==> config.mk <==
export PLATFORM = sky130hd
export DESIGN_NAME = pgSupervisor
export DESIGN_NICKNAME = d
export VERILOG_FILES = /design/src/rtl/pgSupervisorPkg.sv /design/src/rtl/pgWindowCounter.sv /design/src/rtl/pgControl.sv /design/src/rtl/pgSupervisor.sv
export SDC_FILE = /design/constraint.sdc
export NUM_CORES = 1
export LEC_CHECK = 0
export ABC_AREA = 0
export BUFFER_PORTS_ARGS = -buffer_cell sky130_fd_sc_hd__buf_2
export CAP_MARGIN = 20
export CORE_MARGIN = 2
export CORE_UTILIZATION = 45
export DETAILED_ROUTE_END_ITERATION = 7
export PLACE_DENSITY = 0.63
export REMOVE_ABC_BUFFERS = 1
export SETUP_SLACK_MARGIN = 0.4
export SLEW_MARGIN = 20
export SYNTH_ARGS = -nofsm -noshare
export SYNTH_HDL_FRONTEND = slang
export SYNTH_SLANG_ARGS = --single-unit
export TNS_END_PERCENT = 30
==> constraint.sdc <==
create_clock -name clk -period 2.1 [get_ports clk]
set_clock_uncertainty 0.15 [all_clocks]
set_input_delay 0.105 -clock clk [delete_from_list [all_inputs] [get_ports clk]]
set_output_delay 0.105 -clock clk [all_outputs]
set_load 0.02 [all_outputs]
==> src/rtl/pgSupervisorPkg.sv <==
package pgSupervisorPkg;

  // Strobes from control to the window counter
  typedef struct packed {
    logic clr;   // restart the window count
    logic inc;   // one more qualifying sample
  } pgStrobe_t;

  function automatic int maxOf(input int a, input int b);
    return (a > b) ? a : b;
  endfunction

endpackage

==> src/rtl/pgWindowCounter.sv <==
module pgWindowCounter
  import pgSupervisorPkg::*;
#(
  parameter int ENTRY_LIM = 12,
  parameter int EXIT_LIM  = 4
) (
  input  logic      clk,
  input  logic      rstN,
  input  logic      exitPhase,
  input  pgStrobe_t strobe,
  output logic      lastSample
);
  localparam int CNT_MAX = maxOf(ENTRY_LIM, EXIT_LIM);
  localparam int CNT_W   = (CNT_MAX < 2) ? 1 : $clog2(CNT_MAX);

  logic [CNT_W-1:0] winCnt;
  logic [CNT_W-1:0] lastIdx;

  // One counter serves both windows; only one can be running at a time
  assign lastIdx    = exitPhase ? CNT_W'(EXIT_LIM - 1) : CNT_W'(ENTRY_LIM - 1);
  assign lastSample = (winCnt == lastIdx);

  always_ff @(posedge clk or negedge rstN) begin
    if (!rstN)           winCnt <= '0;
    else if (strobe.clr) winCnt <= '0;
    else if (strobe.inc) winCnt <= winCnt + 1'b1;
  end

endmodule

==> src/rtl/pgControl.sv <==
module pgControl
  import pgSupervisorPkg::*;
(
  input  logic      clk,
  input  logic      rstN,
  input  logic      railEn,
  input  logic      aboveHi,
  input  logic      belowLo,
  input  logic      lastSample,
  output logic      goodQ,
  output pgStrobe_t strobe
);
  logic goodNext;

  always_comb begin
    strobe   = '0;
    goodNext = goodQ;
    if (!railEn) begin
      strobe.clr = 1'b1;
      goodNext   = 1'b0;
    end else if (!goodQ) begin
      // Entry qualification: only the upper-threshold flag matters here
      if (!aboveHi) begin
        strobe.clr = 1'b1;
      end else if (lastSample) begin
        strobe.clr = 1'b1;
        goodNext   = 1'b1;
      end else begin
        strobe.inc = 1'b1;
      end
    end else begin
      // Exit qualification: only the lower-threshold flag matters here
      if (!belowLo) begin
        strobe.clr = 1'b1;
      end else if (lastSample) begin
        strobe.clr = 1'b1;
        goodNext   = 1'b0;
      end else begin
        strobe.inc = 1'b1;
      end
    end
  end

  always_ff @(posedge clk or negedge rstN) begin
    if (!rstN) goodQ <= 1'b0;
    else       goodQ <= goodNext;
  end

endmodule

==> src/rtl/pgSupervisor.sv <==
module pgSupervisor
  import pgSupervisorPkg::*;
#(
  parameter int ENTRY_CYC    = 20_000_000,
  parameter int EXIT_CYC     = 2_500,
  parameter int MIN_EXIT_CYC = 1_000,
  parameter int DELAY_SCALE  = 1
) (
  input  logic clk,
  input  logic rstN,
  input  logic railEn,
  input  logic aboveHi,
  input  logic belowLo,
  output logic pwrGood,
  output logic porOe
);
  localparam int ENTRY_EFF   = ENTRY_CYC * DELAY_SCALE;
  localparam int EXIT_SCALED = EXIT_CYC * DELAY_SCALE;
  localparam int EXIT_EFF    = maxOf(EXIT_SCALED, MIN_EXIT_CYC);

  logic      goodQ;
  logic      lastSample;
  pgStrobe_t strobe;

  pgControl u_ctrl (
    .clk        (clk),
    .rstN       (rstN),
    .railEn     (railEn),
    .aboveHi    (aboveHi),
    .belowLo    (belowLo),
    .lastSample (lastSample),
    .goodQ      (goodQ),
    .strobe     (strobe)
  );

  pgWindowCounter #(
    .ENTRY_LIM (ENTRY_EFF),
    .EXIT_LIM  (EXIT_EFF)
  ) u_win (
    .clk        (clk),
    .rstN       (rstN),
    .exitPhase  (goodQ),
    .strobe     (strobe),
    .lastSample (lastSample)
  );

  // Disable removes power-good without waiting for an edge
  assign pwrGood = goodQ & railEn;
  assign porOe   = ~pwrGood;

endmodule

==> metrics.md <==
| Metric | Value |
|---|---|
| Status | complete, no violations |
| Clk_lat worst skew | 0.33 ns |
| VDD IR max | 0.175 mV |
| Worst Hold Path Cells | 4 |
| # DRC | 0 |
| P_sw | 178 uW |
| Hpwl dp | 2.48 mm |
| Die ar. | 3690 sq um |
| Worst path bufs/invs | 0 |
| Top Ports | 7 |
| Fin crit period | 2.03 ns |
| Final #Nets | 205 |
| CP Max Fanout | 7 |
| Vias | 1423 |
| ANT cells | 0 |
| Crit path max-delay cell type | or4_4 |
| Post-route ant nets | 0 |
| DR iter-0 viols | 55 |
| First-pass GRT wire length | 6.21 mm |
| Final setup fails | 0 |
| Core footprint | 3050 sq um |
| Synth cell types | 32 |
| Commonest non-fill, non-tap cell in the layout | buf_4 |
| Final Cell Area | 2050 sq um |
| Routed len/inst | 16.9 microns |
| Dpl cell area | 1690 sq um |
| Pleak | 0.000795 uW |
| Slew @ Worst Pin | 0.817 ns |
| Vias in the first global route | 1357 |
| Crit. End Element | flop |
| Num CTS Buffers | 3 |
| PD cells | 372 nW/um^2 |
| Reg2reg end | u_win.winCnt[23] |
| CTS Sinks | 26 |
| Period utilization | 96.7% |
| RSZ-0062 raised after global routing | true |
| Largest net degree at the start of global routing | 27 |
| Critical Path AT | 2.14 ns |
| H-Tree Depth | 1 |
| Port-buffer cells | 6 |
| Routed Wire Length | 4.08 mm |
| Worst-path clk slew | 0.14 ns |
| Switch share | 23.4% |
| Combinational share of power | 5.3% |
| Chip width | 60.7 microns |
| Peak Freq | 0.492 GHz |
| Clk buf depth | 2 |
| FILL cells | 240 |
| Yosys top cell area share | 44.9% |
| Mapped Area | 1450 sq um |
| Setup TNS Final | 0 ns |
| Met1 global-route usage | 29.9% |
| Reg2Reg Setup Slack | 0.07 ns |
| Crit path top cell by count | or4_4 |
| Synth area leader | dfrtp_1 |
| Synth area leaders | dfrtp_1 45%, a211oi_1 6.2%, nor3_1 5.5% |
| Synth Register Bits | 26 |
| Crit path kind | reg -> reg |
| Share of power burned in registers | 66.1% |
| Grt met3 use | 3.41% |
| Synth Warn # | 0 |
| Initial antenna violation count | 0 |
| Seq/Total Area, Yosys | 44.9% |
| Placer congestion estimate | 0.806 |
| Overall routing resource usage | 23.0% |
| Max-slew headroom | 45.3% |
| Fin util | 67.1% |
| GRT busiest layer | met2 |
| Synthesis-to-finish area growth | 41.4% |
| Min-delay worst type | in -> reg |
| Critical path cell sequence | nand4_1, or4_4, or4_4, a211oi_2 |
| Commonest cells after routing, fill and taps aside | 33 x buf_4, 25 x dfrtp_1, 16 x nor3_1, 11 x nand3_1, 10 x a211oi_2 |
| Final Max Slew Viols | 0 |
| Clock share of power | 28.6% |
| P_int | 584 uW |
| Placed cell count | 219 |
| Layout cells sized above 1 | 42.1% |
| Post-synthesis cell count | 151 |
| Hold Violations, Final | 0 |
| CTS tree | done |
| Critical Path Source Type | flop |
| Met2 global-route usage | 38.9% |
| CTS root buf | clkbuf_4 |
| Post-DR vias/cell | 5.90 |
| R2R depth | 4 |
| Fin cells | 241 |
| FP Rows | 20 |
| RR Startpoint | u_win.winCnt[9] |
| Max_cap viols | 0 |
| Hold Startpoint | aboveHi |
| Die Y | 60.7 microns |
| Mapped Avg Cell Area | 9.60 sq um |
| Drt pass-1 iters | 4 |
| Max incr delay on CP | 0.60 ns |
| Worst path required time | 2.21 ns |
| Hold Path End | u_ctrl.goodQ |
| Grt ovf | 0 |
| Cell family with most CP delay | simple AND/OR/NAND/NOR gates |
| Starting Density | 47.5% |
==> Yosys cell counts <==
library cell	instances
a211oi_2	1
and4_1	2
nor4b_1	3
nand4_1	9
and4_2	1
and3_1	1
o21bai_1	1
nor4_1	3
a211oi_1	12
xor2_1	6
o21ai_0	9
or2b_2	1
buf_2	3
nor3b_1	1
nor2_1	1
or4_2	1
mux2i_1	1
nand4_2	1
nand2_1	8
ha_1	1
o31ai_1	1
inv_1	5
o211ai_2	1
clkbuf_1	4
nor3_1	16
dfrtp_1	26
xnor2_1	7
or4_1	3
nand3_1	11
and3_2	1
or3_1	7
or3_2	3
==> worst max path at each step <==
stage	from	endpoint	slack (ns)	cells past startpoint
2_1_floorplan	u_win.winCnt[8]	u_win.winCnt[1]	-0.35	3
3_3_place_gp	u_win.winCnt[11]	u_win.winCnt[23]	-0.13	4
3_5_place_dp	u_win.winCnt[0]	u_win.winCnt[22]	-0.13	5
4_1_cts	u_win.winCnt[8]	u_win.winCnt[23]	0.07	4
5_1_grt	u_win.winCnt[0]	u_win.winCnt[24]	0.004	5
6_report	u_win.winCnt[9]	u_win.winCnt[23]	0.07	4
==> worst min-delay path: stages <==
cell and delay [ns]:
buf_2 0.12, nand3_1 0.09, a211oi_2 0.04, o21bai_1 0.14
==> power groups by stage <==
stage | combinational [uW] | sequential [uW] | clock, uW
2_1_floorplan | 8.63 | 514 | 0
3_3_place_gp | 31.3 | 513 | 0
3_5_place_dp | 31.9 | 513 | 0
4_1_cts | 37.7 | 504 | 223
5_1_grt | 45.6 | 504 | 249
6_report | 40.6 | 504 | 218
==> final cells by class <==
type | count | area, sq um | share of cell area [%]
Multi-Input combinational cell | 114 | 913 | 44.6
Sequential cell | 26 | 652 | 31.8
Timing Repair Buffer | 49 | 387 | 18.9
Tap cell | 44 | 55.1 | 2.69
Clock buffer | 3 | 22.5 | 1.10
Inverter | 5 | 18.8 | 0.916
==> layer usage <==
layer	up-vias	part of all wire [%]	wire length, microns
met2	37	50	2050
met5	-	0	0
met1	709	44	1810
li1	670	-	-
met4	0	1.9	78
met3	7	3.4	137
==> logic make-up (layout without fill, tap and decap cells) <==
group,Yosys count,after routing,share of synthesized area (%)
mux,1,1,0.691
compound gates,25,25,12.1
simple gates,73,74,30.2
xor+xnor,13,13,7.86
fa+ha+maj,1,1,0.863
flops,26,26,44.9
buf+inv,12,57,3.37
==> sequential cells by signal (all words and copies together), names as in the netlist <==
name / count
u_ctrl.goodQ: 1
u_win.winCnt: 25
==> through the flow <==
step	total power, uW	hold WS, ns	setup slack (ns)
after floorplan	523	-0.341	-0.354
after global placement	544	-0.0167	-0.125
after detailed placement	545	-0.0113	-0.132
after CTS	765	0.00820	0.0673
after global routing	799	0.0420	0.00444
final	763	0.0443	0.0693
==> repair_timing <==
action | 4_1_cts | 5_1_grt
cloned | 2 | 0
resized for setup | 31 | 8
buffers inserted | 11 | 3
endpoints found under the setup margin | 26 | 26
hold buffers | 3 | 0
endpoints found under the hold margin | 27 | 0
pin swaps | 18 | 4
(Power assumes the default switching activity.)
